### config.mk
export PLATFORM = sky130hd
export DESIGN_NAME = cbus_ctrl
export DESIGN_NICKNAME = d
export VERILOG_FILES = /design/src/rtl/cbus_pkg.sv /design/src/rtl/cbus_strobe.sv /design/src/rtl/cbus_fifo.sv /design/src/rtl/cbus_ctrl.sv
export SDC_FILE = /design/constraint.sdc
export NUM_CORES = 1
export LEC_CHECK = 0
export CAP_MARGIN = 20
export CORE_ASPECT_RATIO = 0.9
export CORE_MARGIN = 1
export CORE_UTILIZATION = 35
export DETAILED_ROUTE_END_ITERATION = 7
export GPL_TIMING_DRIVEN = 0
export PLACE_DENSITY_LB_ADDON = 0.2
export SLEW_MARGIN = 10
export SYNTH_ARGS = -nofsm -noshare
export SYNTH_HDL_FRONTEND = slang
export SYNTH_SLANG_ARGS = --single-unit
### constraint.sdc
create_clock -name clk_i -period 7.6 [get_ports clk_i]
set_input_delay 1.52 -clock clk_i [delete_from_list [all_inputs] [get_ports clk_i]]
set_output_delay 1.52 -clock clk_i [all_outputs]
set_load 0.01 [all_outputs]
### src/rtl/cbus_pkg.sv
package cbus_pkg;
    localparam int unsigned ADDR_W = 3;

    typedef enum logic [2:0] {
        ST_IDLE,
        ST_POLL,
        ST_REQ,
        ST_SEND,
        ST_RECV,
        ST_WAIT
    } cbus_state_e;
endpackage

### src/rtl/cbus_strobe.sv
module cbus_strobe #(
    parameter int unsigned PERIOD    = 4,
    parameter int unsigned LOW_START = 2,
    parameter int unsigned LOW_LEN   = 2
) (
    input  logic clk_i,
    input  logic rst_ni,
    input  logic go_i,
    output logic ready_o,
    output logic load_o,
    output logic stb_n_o,
    output logic active_o
);
    localparam int unsigned CW = $clog2(PERIOD + 1);

    logic [CW-1:0] cnt_d, cnt_q;

    always_comb begin
        ready_o = (cnt_q == '0) || (cnt_q == CW'(PERIOD));
        load_o  = 1'b0;
        cnt_d   = cnt_q;
        if (ready_o) begin
            if (go_i) begin
                cnt_d  = CW'(1);
                load_o = 1'b1;
            end else begin
                cnt_d = '0;
            end
        end else begin
            cnt_d = cnt_q + CW'(1);
        end
    end

    always_ff @(posedge clk_i) begin
        if (!rst_ni) cnt_q <= '0;
        else         cnt_q <= cnt_d;
    end

    assign stb_n_o  = !((cnt_q >= CW'(LOW_START)) && (cnt_q < CW'(LOW_START + LOW_LEN)));
    assign active_o = (cnt_q != '0);

    p_stb_low_r7: assert property (@(posedge clk_i) disable iff (!rst_ni)
        $fell(stb_n_o) |=> !stb_n_o);
    p_stb_rise_r7: assert property (@(posedge clk_i) disable iff (!rst_ni)
        $rose(stb_n_o) |-> $past(!stb_n_o, 2));
endmodule

### src/rtl/cbus_fifo.sv
module cbus_fifo #(
    parameter int unsigned DW    = 16,
    parameter int unsigned DEPTH = 16
) (
    input  logic          clk_i,
    input  logic          rst_ni,
    input  logic          push_i,
    input  logic [DW-1:0] din_i,
    input  logic          pop_i,
    output logic [DW-1:0] dout_o,
    output logic          empty_o,
    output logic          half_o
);
    localparam int unsigned AW = $clog2(DEPTH);
    localparam int unsigned CW = AW + 1;

    typedef struct packed {
        logic [AW-1:0] wr;
        logic [AW-1:0] rd;
        logic [CW-1:0] cnt;
    } fifo_regs_t;

    fifo_regs_t r_d, r_q;
    logic [DW-1:0] mem_q [DEPTH];
    logic full, do_push, do_pop;

    always_comb begin
        full    = (r_q.cnt == CW'(DEPTH));
        do_push = push_i && !full;
        do_pop  = pop_i && (r_q.cnt != '0);
        r_d     = r_q;
        if (do_push) r_d.wr = r_q.wr + AW'(1);
        if (do_pop)  r_d.rd = r_q.rd + AW'(1);
        r_d.cnt = r_q.cnt + CW'(do_push) - CW'(do_pop);
    end

    always_ff @(posedge clk_i) begin
        if (!rst_ni) r_q <= '0;
        else         r_q <= r_d;
    end

    always_ff @(posedge clk_i) begin
        if (do_push) mem_q[r_q.wr] <= din_i;
    end

    assign dout_o  = mem_q[r_q.rd];
    assign empty_o = (r_q.cnt == '0);
    assign half_o  = (r_q.cnt >= CW'(DEPTH / 2));

    p_no_overflow_r10: assert property (@(posedge clk_i) disable iff (!rst_ni)
        (full && push_i && !pop_i) |=> (r_q.cnt == CW'(DEPTH)) && $stable(r_q.wr));
    p_half_rise_r10: assert property (@(posedge clk_i) disable iff (!rst_ni)
        (r_q.cnt == CW'(DEPTH / 2 - 1) && push_i && !pop_i) |=> half_o);
endmodule

### src/rtl/cbus_ctrl.sv
module cbus_ctrl
    import cbus_pkg::*;
#(
    parameter int unsigned DW         = 16,
    parameter int unsigned LENW       = 4,
    parameter int unsigned NSLAVE     = 3,
    parameter int unsigned FIFO_DEPTH = 16,
    parameter logic        RST_MASTER = 1'b0,
    parameter logic [2:0]  RST_ADDR   = 3'd0
) (
    input  logic            clk_i,
    input  logic            rst_ni,
    input  logic            cfg_we_i,
    input  logic [7:0]      cfg_wdata_i,
    output logic [15:0]     cfg_rdata_o,
    input  logic            xfer_start_i,
    input  logic            xfer_dir_i,
    input  logic [LENW-1:0] xfer_len_i,
    input  logic [DW-1:0]   tx_data_i,
    output logic            tx_pop_o,
    input  logic            rx_pop_i,
    output logic [DW-1:0]   rx_data_o,
    output logic            rx_empty_o,
    output logic            mem_irq_o,
    output logic            req_o,
    input  logic            req_i,
    output logic            poll_o,
    output logic            grant_o,
    output logic [2:0]      addr_o,
    input  logic            poll_i,
    input  logic            grant_i,
    input  logic [2:0]      addr_i,
    output logic            ack_o,
    input  logic            ack_i,
    output logic [DW-1:0]   data_o,
    output logic            data_oe_o,
    input  logic [DW-1:0]   data_i,
    output logic            stb_n_o,
    output logic            stb_oe_o,
    input  logic            stb_n_i,
    output logic            done_o,
    input  logic            done_i
);
    localparam logic [1:0] POLL_LAST = 2'd3;

    typedef struct packed {
        cbus_state_e       st;
        logic [ADDR_W-1:0] idx;
        logic [1:0]        pcnt;
        logic              dir;
        logic [LENW-1:0]   len;
        logic [LENW-1:0]   left;
        logic [DW-1:0]     dat;
        logic              stb_prev;
        logic              done;
        logic              resp;
        logic [ADDR_W-1:0] addr;
        logic              master;
    } ctrl_regs_t;

    ctrl_regs_t r_d, r_q;
    logic go, stb_ready, stb_load, stb_act, push, rise, half;

    always_comb begin
        r_d          = r_q;
        push         = 1'b0;
        go           = (r_q.st == ST_SEND) && (r_q.left != '0);
        rise         = !r_q.stb_prev && stb_n_i;
        r_d.stb_prev = stb_n_i;
        r_d.done     = 1'b0;
        r_d.resp     = !r_q.master && (r_q.st == ST_REQ) && poll_i && (addr_i == r_q.addr);
        case (r_q.st)
            ST_IDLE: begin
                if (cfg_we_i) begin
                    r_d.addr   = cfg_wdata_i[2:0];
                    r_d.master = cfg_wdata_i[3];
                end else if (r_q.master && req_i) begin
                    r_d.st   = ST_POLL;
                    r_d.idx  = ADDR_W'(1);
                    r_d.pcnt = '0;
                end else if (!r_q.master && xfer_start_i && (xfer_len_i != '0)) begin
                    r_d.st  = ST_REQ;
                    r_d.dir = xfer_dir_i;
                    r_d.len = xfer_len_i;
                end
            end
            ST_POLL: begin
                r_d.pcnt = r_q.pcnt + 2'd1;
                if (r_q.pcnt == POLL_LAST) begin
                    if (ack_i) begin
                        r_d.dir  = data_i[LENW];
                        r_d.len  = data_i[LENW-1:0];
                        r_d.left = data_i[LENW-1:0];
                        r_d.st   = data_i[LENW] ? ST_RECV : ST_SEND;
                    end else if (r_q.idx == ADDR_W'(NSLAVE)) begin
                        r_d.st = ST_IDLE;
                    end else begin
                        r_d.idx = r_q.idx + ADDR_W'(1);
                    end
                end
            end
            ST_REQ: begin
                if (grant_i && (addr_i == r_q.addr)) begin
                    r_d.st   = r_q.dir ? ST_SEND : ST_RECV;
                    r_d.left = r_q.len;
                end
            end
            ST_SEND: begin
                if (stb_load) begin
                    r_d.dat  = tx_data_i;
                    r_d.left = r_q.left - LENW'(1);
                end
                if ((r_q.left == '0) && stb_ready) r_d.st = ST_WAIT;
            end
            ST_RECV: begin
                if (rise) begin
                    push     = 1'b1;
                    r_d.left = r_q.left - LENW'(1);
                    if (r_q.left == LENW'(1)) begin
                        r_d.done = 1'b1;
                        r_d.st   = ST_IDLE;
                    end
                end
            end
            ST_WAIT: begin
                if (done_i) r_d.st = ST_IDLE;
            end
            default: r_d.st = ST_IDLE;
        endcase
    end

    always_ff @(posedge clk_i) begin
        if (!rst_ni) begin
            r_q          <= '0;
            r_q.st       <= ST_IDLE;
            r_q.stb_prev <= 1'b1;
            r_q.addr     <= RST_ADDR;
            r_q.master   <= RST_MASTER;
        end else begin
            r_q <= r_d;
        end
    end

    cbus_strobe #(.PERIOD(4), .LOW_START(2), .LOW_LEN(2)) u_strobe (
        .clk_i    (clk_i),
        .rst_ni   (rst_ni),
        .go_i     (go),
        .ready_o  (stb_ready),
        .load_o   (stb_load),
        .stb_n_o  (stb_n_o),
        .active_o (stb_act)
    );

    cbus_fifo #(.DW(DW), .DEPTH(FIFO_DEPTH)) u_rx_fifo (
        .clk_i   (clk_i),
        .rst_ni  (rst_ni),
        .push_i  (push),
        .din_i   (data_i),
        .pop_i   (rx_pop_i),
        .dout_o  (rx_data_o),
        .empty_o (rx_empty_o),
        .half_o  (half)
    );

    assign tx_pop_o    = stb_load;
    assign mem_irq_o   = half;
    assign cfg_rdata_o = {7'b0, half, 4'b0, r_q.master, r_q.addr};
    assign req_o       = !r_q.master && (r_q.st == ST_REQ);
    assign poll_o      = r_q.master && (r_q.st == ST_POLL);
    assign grant_o     = r_q.master && ((r_q.st == ST_SEND) || (r_q.st == ST_RECV) || (r_q.st == ST_WAIT));
    assign addr_o      = r_q.idx;
    assign ack_o       = r_q.resp;
    assign data_o      = r_q.resp ? DW'({r_q.dir, r_q.len}) : r_q.dat;
    assign data_oe_o   = r_q.master ? ((r_q.st == ST_IDLE) || (r_q.st == ST_WAIT) || ((r_q.st == ST_SEND) && stb_act))
                                    : (r_q.resp || ((r_q.st == ST_SEND) && stb_act));
    assign stb_oe_o    = (r_q.st == ST_SEND) && stb_act;
    assign done_o      = r_q.done;

    p_done_pulse_r8: assert property (@(posedge clk_i) disable iff (!rst_ni)
        done_o |=> !done_o);
    p_req_clear_r3: assert property (@(posedge clk_i) disable iff (!rst_ni)
        (req_o && grant_i && (addr_i == r_q.addr)) |=> !req_o);
    p_zero_len_r3: assert property (@(posedge clk_i) disable iff (!rst_ni)
        (!r_q.master && (r_q.st == ST_IDLE) && !cfg_we_i && xfer_start_i && (xfer_len_i == '0)) |=> !req_o);
    p_poll_step_r4: assert property (@(posedge clk_i) disable iff (!rst_ni)
        (poll_o && $past(poll_o) && (addr_o != $past(addr_o))) |-> (addr_o == $past(addr_o) + 3'd1));
    p_master_back_r9: assert property (@(posedge clk_i) disable iff (!rst_ni)
        (r_q.master && (r_q.st == ST_WAIT) && done_i) |=> data_oe_o);
endmodule

Word-level counts from Yosys, hierarchy flattened
Memory sizes are Yosys's and may differ from the RTL's. A register that Yosys moved wholly into a read port is not among the register bits.
Cells that the tools add are included.
{"block": "totals", "regBits": 56, "mem_bits_rw": 256, "inputBits": 59, "out_inout_bits": 62, "elab_cells": 138, "n_memories": 1}
{"block": "op_classes", "addsub": 8, "n_lt_le_gt_ge": 3, "eq_ne": 27, "muxes": 39, "reduce_logical": 44}
{"name": "u_rx_fifo.mem_q", "depth": 16, "word_bits": 16, "rd": 1, "rd_clocked_by_memory_dff": 1, "wr": 1, "line_no": "cbus_fifo.sv:24", "text": "logic [DW-1:0] mem_q [DEPTH];"}
{"cell": "3-bit 2-to-1 mux", "n": 14}
{"cell": "2-bit inequality test, second input constant", "n": 13}
{"cell": "20-bit 2-to-1 mux", "n": 1}
{"cell": "10-bit one-hot mux with 2 select lines", "n": 1}
{"cell": "9-bit 2-to-1 mux", "n": 2}
{"cell": "3-bit one-hot mux with 6 select lines", "n": 1}
{"cell": "6-bit AND reduction", "n": 3}
{"cell": "1-bit logical AND", "n": 16}
{"cell": "16-bit 2-to-1 mux", "n": 1}
{"cell": "4-bit 2-to-1 mux", "n": 4}
{"cell": "4-bit one-hot mux with 4 select lines", "n": 1}
{"cell": "5-bit 2-to-1 mux", "n": 3}
{"cell": "13-bit 2-to-1 mux", "n": 1}
{"cell": "4-bit nonzero test", "n": 3}
{"cell": "3-bit by 2-bit equality test with 1-bit output, second input constant", "n": 3}
{"cell": "3-bit equality test, second input constant", "n": 3}
{"cell": "1-bit 2-to-1 mux", "n": 9}
{"cell": "9-bit AND reduction", "n": 1}
{"cell": "4-bit by 1-bit adder with 4-bit output, second input constant", "n": 2}
{"cell": "3-bit by 1-bit adder with 3-bit output, second input constant", "n": 2}
{"cell": "3-bit logical NOT", "n": 2}
{"cell": "1-bit logical OR", "n": 6}
{"cell": "6-bit 2-to-1 mux", "n": 1}
{"cell": "3-bit inequality test, second input constant", "n": 2}
{"cell": "other kinds (21)", "n": 26}

Depth between registers and ports, before layout
Gate-level depths: netlist of run 1.
{"block": "depth", "depth_word": 7, "ltp_mapped": 15, "depth_no_buf": 14}

Hierarchy
A second synthesis of run 1 with hierarchy kept.
{"block": "hier_totals", "hier_cells": 826, "area_unflattened_um2": 13116.3}
{"mod": "cbus_fifo", "instances": 1, "cells_per_inst": 505, "area_per_inst_um2": 10578.9, "seq_area_each_um2": 8027.7}
{"mod": "cbus_ctrl", "instances": 1, "cells_per_inst": 299, "area_per_inst_um2": 2352.3, "seq_area_each_um2": 800.8}
{"mod": "cbus_strobe", "instances": 1, "cells_per_inst": 22, "area_per_inst_um2": 185.2, "seq_area_each_um2": 60.1}

Worst setup path before layout of run 1
Ideal clock, no wire load.
{"block": "synth_timing", "path_kind": "input-to-reg", "startpoint": "input port stb_n_i", "endpoint": "memory u_rx_fifo.mem_q[3][0] (enable)", "setup_time_ns": 0.409, "t_arrival_ns": 3.264, "required_time_ns": 7.191, "setup_slack_ns": 3.927, "cell_stages": 4, "n_path_buf": 0, "cell_sequence": "nand2b_1 -> nor3_4 -> nand2_1 -> nor3_1"}
{"block": "synth_between", "elab_chain_len": 6}
{"item": "start: declaration", "line_no": "cbus_ctrl.sv:40", "text": "input logic stb_n_i,"}
{"item": "1-bit logical AND", "line_no": "cbus_ctrl.sv:68", "text": "rise = !r_q.stb_prev && stb_n_i;"}
{"item": "1-bit 2-to-1 mux", "line_no": "cbus_ctrl.sv:116", "text": "if (rise) begin"}
{"item": "1-bit 2-to-1 mux", "line_no": "cbus_ctrl.sv:72", "text": "case (r_q.st)"}
{"item": "1-bit logical AND", "line_no": "cbus_fifo.sv:29", "text": "do_push = push_i && !full;"}
{"item": "via u_rx_fifo.do_push", "line_no": "cbus_fifo.sv:25", "text": "logic full, do_push, do_pop;"}
{"item": "1-bit 2-to-1 mux", "line_no": "cbus_fifo.sv:43", "text": "if (do_push) mem_q[r_q.wr] <= din_i;"}
{"item": "1-bit 2-to-1 mux (not written as such)", "line_no": "cbus_fifo.sv:43"}
{"item": "end: declaration", "line_no": "cbus_fifo.sv:24"}
The timed path passes the listed nets, and every way through them passes these cells.

==> results.cfg, run 1 <==
[final_layout]
drive_above_1_share = 0.2208
fill_cells = 3280
antenna_cells = 0
final_util = 0.4415
syn2layout_area_growth_pct = 23.49
nets = 1018
final_cells = 1436

[pwr]
p_total_w = 0.004641
vdd_drop_max_uv = 160.2
p_leak_nw = 5.301
p_per_area_nw_per_um2 = 289.3

[critical_path]
end_kind = output port
r2r_slack_ns = 4.77
r2r_cells = 7
worstSetupPathType = reg -> out
crit_fanout = 10
r2r-start = r_q[39]
cp.required_ns = 6.08
cp.arrival_ns = 3.64
crit_path_start_kind = flip-flop
reg2reg_to = u_rx_fifo.mem_q[11][13]

[synthesis]
synth-async-reset-ratio = 0
syn_inst = 768
yosysMostFrequentCell = edfxtp_1
synth_enable_flop_cells = 256
synth_top_area_cell = edfxtp_1
ys.flop_type = edfxtp_1
synth_cell_type_count = 62
yosysWarnings = 0
syn_avg_cell_area_um2 = 16.92
synthTopCellsByArea = edfxtp_1 (59%), mux4_2 (14%), dfxtp_1 (9.2%)
yosysSeqAreaShare = 0.6842
ys_ff_latch = 316
synth_top_area_share = 0.5917
yosys-top-cells-count = edfxtp_1 (256), mux4_2 (80), dfxtp_1 (60)
synth_area_um2 = 12990

[flow_run]
max-cap-violations = 0

[floorplanning]
die_y_um = 184.8
die_area_um2 = 37890
die_w_um = 205.1
initial_utilization = 0.3575
rows = 66
coreArea_um2 = 36330
pin_count = 121

[hold_path]
hold_depth = 2
hp-class = reg -> reg
min_to = r_q[20]
min_from = r_q[20]

[clocking]
postCtsSetupBuffers = 0
cts_tree = done
clk_pin_slew_ns = 0.06
cts_max_level = 1
cts_resized = 0
root_buffer = clkbuf_16
cts_sinks = 316
cts_hold_buffers = 0
clk_latency_ns = 0.58
cts_buffer_depth = 3
cts-buffers-inserted = 31

[route]
routed_wl_mm = 30.13
drt_iter0_markers = 707
drt_pass1_iterations = 6
postRouteAntennaNets = 0
wire_per_inst_um = 20.98
dr_total_vias = 7199
drc = 0
routed_via_density = 5.013

[placed_design]
portBuffers = 105
dp_cells = 1379
post-place-ws_ns = 3.071
dp_hpwl_mm = 20.50
gp_congestion = 0.8028

[timing]
setup_viol = 0
slew_viol_final = 0
fin_crit_sh = 0.6793
hold_viol = 0
skew_ns = 0.01485
period_minus_slack_ns = 5.163
relSlewSlack = 0.3926
timing.fmax_mhz = 193.7
fin_setup_tns_ns = 0
rsz0062_at_grt = false
worst_pin_slew_ns = 0.9091
timing.final.ws_setup_ns = 2.437

[grt]
grt_max_degree = 20
antenna_found_initial = 0
grt_pass1_wl_mm = 46.01
grt_use_total = 0.1634
grt_pass1_vias = 7463
grt_overflow = 0

[status]
status = completed
power breakdown:
part / switching, W / leakage (nW) / internal, W
combinational: 0.000520 / 1.99 / 0.000550
clock: 0.000662 / 0.526 / 0.000964
sequential: 0.0000353 / 2.79 / 0.00191
cells by family (layout without fill, tap and decap cells):
group | Yosys count | in the layout | share of synthesized area
AOI/OAI and AO/OA | 67 | 67 | 0.03227
xor gates and xnor gates | 13 | 13 | 0.008764
adders and majority gates | 23 | 23 | 0.02273
buffers and inverters | 80 | 262 | 0.03063
DFF | 316 | 316 | 0.6842
muxes | 103 | 103 | 0.1574
other | 1 | 11 | 0.0002887
and+or+nand+nor | 165 | 165 | 0.06376
metrics by stage:
stage               instance area [um2]  hold slack (ns)
finish                            16040           0.4528
global route                      16040           0.4692
detailed placement                14960           0.4434
global placement                  14680           0.4377
CTS                               16040           0.4521
floorplan                         13030           0.4318
worst max-delay path by stage:
stage / slack, ns / end / depth (start not counted) / startpoint
4_1_cts: 2.46 / rx_data_o[3] / 5 / flip-flop
6_report: 2.44 / rx_data_o[4] / 5 / flip-flop
5_1_grt: 2.35 / rx_data_o[3] / 5 / flip-flop
3_5_place_dp: 3.07 / rx_data_o[3] / 5 / flip-flop
2_1_floorplan: 3.93 / u_rx_fifo.mem_q[3][0] / 4 / stb_n_i
3_3_place_gp: 1.84 / u_rx_fifo.mem_q[1][13] / 5 / stb_n_i
sequential cells by signal (all words and copies together) (netlist names), named ones only:
register,flops
r_q,31
done_o,1
u_strobe.cnt_q,3
u_rx_fifo.mem_q,256
ack_o,1
addr_o,3
cfg_rdata_o,4
u_rx_fifo.r_q,13
cell type report:
class / instances / area (um2) / area share
Sequential cell: 316 / 8889 / 0.5540
Tap cell: 476 / 595.6 / 0.03712
Buffer: 59 / 319.1 / 0.01989
Clock buffer: 36 / 804.5 / 0.05015
Timing Repair Buffer: 125 / 1287 / 0.08025
Clock inverter: 21 / 276.5 / 0.01724
Inverter: 21 / 78.83 / 0.004913
Multi-Input combinational cell: 382 / 3792 / 0.2364
metal layers:
metal	vias up	part of all wire	global-route usage
met3	42	0.057	0.03044
met2	224	0.48	0.2659
met1	3628	0.45	0.2290
met5	-	0	0
li1	3305	-	-
met4	0	0.015	0.03200
critical path: stages (launching register included):
cell	delay, ns
dfxtp_1	0.30
clkbuf_1	0.57
clkbuf_1	0.73
mux4_2	0.41
mux4_2	0.54
clkdlybuf4s50_1	0.50
placed cells by master, fill, tap and decap left out, types with 6 or more instances in the layout:
cell / Yosys / layout
edfxtp_1: 256 / 256
clkdlybuf4s50_1: 0 / 105
mux4_2: 80 / 80
dfxtp_1: 60 / 60
nand2_1: 45 / 45
nor2_1: 50 / 38
clkbuf_16: 0 / 31
a21oi_1: 30 / 30
clkbuf_1: 23 / 27
buf_4: 20 / 26
ha_1: 22 / 22
inv_1: 19 / 19
nor2b_1: 14 / 14
mux2i_1: 13 / 13
buf_2: 12 / 12
nor2_2: 0 / 12
o21ai_0: 11 / 11
conb_1: 1 / 11
mux2_2: 10 / 10
buf_8: 0 / 9
clkinv_1: 2 / 8
nand2b_1: 7 / 7
xnor2_1: 7 / 7
nor3_1: 11 / 7
buf_6: 1 / 6
and3_1: 6 / 6
xor2_1: 6 / 6
bufinv_16: 0 / 6
No activity file was read; power rests on OpenSTA's default activity.
==> run 2: changes to the inputs <==
- clock period: 7.6 -> 4.8 ns (I/O delays scaled with it)
==> results of run 2 <==
Same layout as run 1 (identical final DEF). Status: completed.
Among the figures that moved: setup slack after placement 3.071 ns -> 0.8315 ns; setup slack after layout 2.437 ns -> 0.1970 ns; register-to-register setup slack 4.77 ns -> 1.97 ns; total power 0.004641 W -> 0.007349 W; worst IR drop on VDD 160.2 uV -> 253.6 uV
==> run 3: changes to the inputs <==
- CORE_UTILIZATION: 35 -> 50
==> run 3 against run 2 <==
Net effect:
- non-clock buffer count did not move
- register-to-register slack lost 0.09 ns
- sequential cell count stayed put
- clock-buffer cell count increased by 6
- worst setup slack better by 0.023 ns
- core utilization grew 18 points
- maximum frequency is 0.51% higher
- critical path depth stayed put
- via count about the same
- clock power decreased by 11%
- cell area shrank 1.7%
- worst hold slack got worse by 0.0027 ns
==> results.cfg, run 3 (same netlist as run 1, synthesis figures left out) <==
[status]
status = completed

[grt]
grt_use_total = 0.2183
grt_pass1_vias = 7415
grt_max_degree = 20
grt_pass1_wl_mm = 42.88
grt_busiest_layer = met2
antenna_found_initial = 0
grt_overflow = 0
grt_use_met2 = 0.3543
grt_util_met1 = 0.3049
met3_usage = 0.04375

[route]
routed_wl_mm = 28.16
drt_pass1_iterations = 8
dr_total_vias = 7202
drc = 0
postRouteAntennaNets = 0
wire_per_inst_um = 21.61
routed_via_density = 5.527
drt_iter0_markers = 659

[final_layout]
drive_above_1_share = 0.2164
mostFrequentLayoutCells = edfxtp_1 (256), clkdlybuf4s50_1 (105), mux4_2 (80), dfxtp_1 (60), nand2_1 (45)
nets = 1018
largest_reg_flops = 256
largest-register = u_rx_fifo.mem_q
largest_registers = u_rx_fifo.mem_q (256), r_q (31), u_rx_fifo.r_q (13)
syn2layout_area_growth_pct = 21.45
antenna_cells = 0
final_common_cell = edfxtp_1
final_util = 0.6230

[timing]
setup_viol = 0
slew_viol_final = 0
rsz0062_at_grt = false
fin_crit_sh = 0.9541
holdWs_ns = 0.4501
skew_ns = 0.01715
worst_pin_slew_ns = 0.9768
period_minus_slack_ns = 4.580
timing.fmax_mhz = 218.3
hold_viol = 0
relSlewSlack = 0.3474

[clocking]
cts_sinks = 316
clk_latency_ns = 0.57
postCtsSetupBuffers = 0
root_buffer = clkbuf_16
cts_resized = 0
cts_hold_buffers = 0
cts-buffers-inserted = 31
clk_pin_slew_ns = 0.06
cts_max_level = 1
cts_tree = done
cts_buffer_depth = 3

[floorplanning]
die_w_um = 171.9
pin_count = 121
die_y_um = 154.9
rows = 55
coreArea_um2 = 25320
initial_utilization = 0.5130
die_area_um2 = 26630

[placed_design]
gp_congestion = 0.8603
dp_hpwl_mm = 18.74
portBuffers = 105

[pwr]
vdd_drop_max_uv = 296.0
p_per_area_nw_per_um2 = 446.1
p_leak_nw = 5.257

[hold_path]
hp-class = reg -> reg

[flow_run]
max-cap-violations = 0

[critical_path]
r2r_slack_ns = 1.88
crit_path_start_kind = flip-flop
worstSetupPathType = reg -> out
end_kind = output port
crit_fanout = 10
cp.arrival_ns = 3.62
cp.required_ns = 3.84
-- run 3: cell count changes in the layout (fill, tap and decap cells not counted), moves of 2 or more --
| cell | before | now |
|---|---|---|
| bufinv_16 | 6 | 1 |
| clkbuf_1 | 27 | 31 |
| clkinv_4 | 3 | 0 |
| clkbuf_8 | 1 | 3 |
| clkinv_2 | 4 | 6 |
-- run 3: stage by stage --
step / worst slack [ns] / setup TNS (ns) / area [um2] / std cells / power, W
final: 0.2201 / 0 / 15780 / 1303 / 0.007038
after global routing: 0.08054 / 0 / 15780 / 1303 / 0.007325
after CTS: 0.1837 / 0 / 15780 / 1303 / 0.007096
after detailed placement: 0.7639 / 0 / 14820 / 1245 / 0.004822
after global placement: -0.1721 / -4.477 / 14510 / 1225 / 0.004806
after floorplan: 1.687 / 0 / 13030 / 778 / 0.004276
-- run 3: area by class of cell --
class	instances	area, um2
clock inverter	16	112.6
buffer	59	319.1
fill	1900	9547
timing repair buffer	125	1311
sequential	316	8889
tap	342	427.9
multi-input combinational	382	3792
inverter	21	78.83
clock buffer	42	847.1
-- run 3: final timing paths --
check	from	to	cells past startpoint
worst max-delay path	flip-flop	rx_data_o[3]	5
worst max register to register	r_q[39]	u_rx_fifo.mem_q[11][1]	7
worst min register to register	r_q[12]	r_q[12]	2
worst min-delay path	r_q[12]	r_q[12]	2
-- run 3: worst max-delay path, cell delays in order (launching register included) --
cell,delay [ns]
dfxtp_1,0.31
clkbuf_1,0.55
clkbuf_1,0.76
mux4_2,0.44
mux4_2,0.50
clkdlybuf4s50_1,0.50
-- run 3: report_power, final --
| part | internal, W | switching, W |
|---|---|---|
| clock network | 0.00129 | 0.000999 |
| registers | 0.00303 | 0.0000548 |
| logic | 0.000867 | 0.000801 |
-- run 3: routing by layer --
layer  wire length [um]  part of all wire  up-vias
met5                  0                 0        -
met4                568             0.020        0
li1                   -                 -     3294
met3               1789             0.064       43
met2              13550              0.48      259
met1              12260              0.44     3606
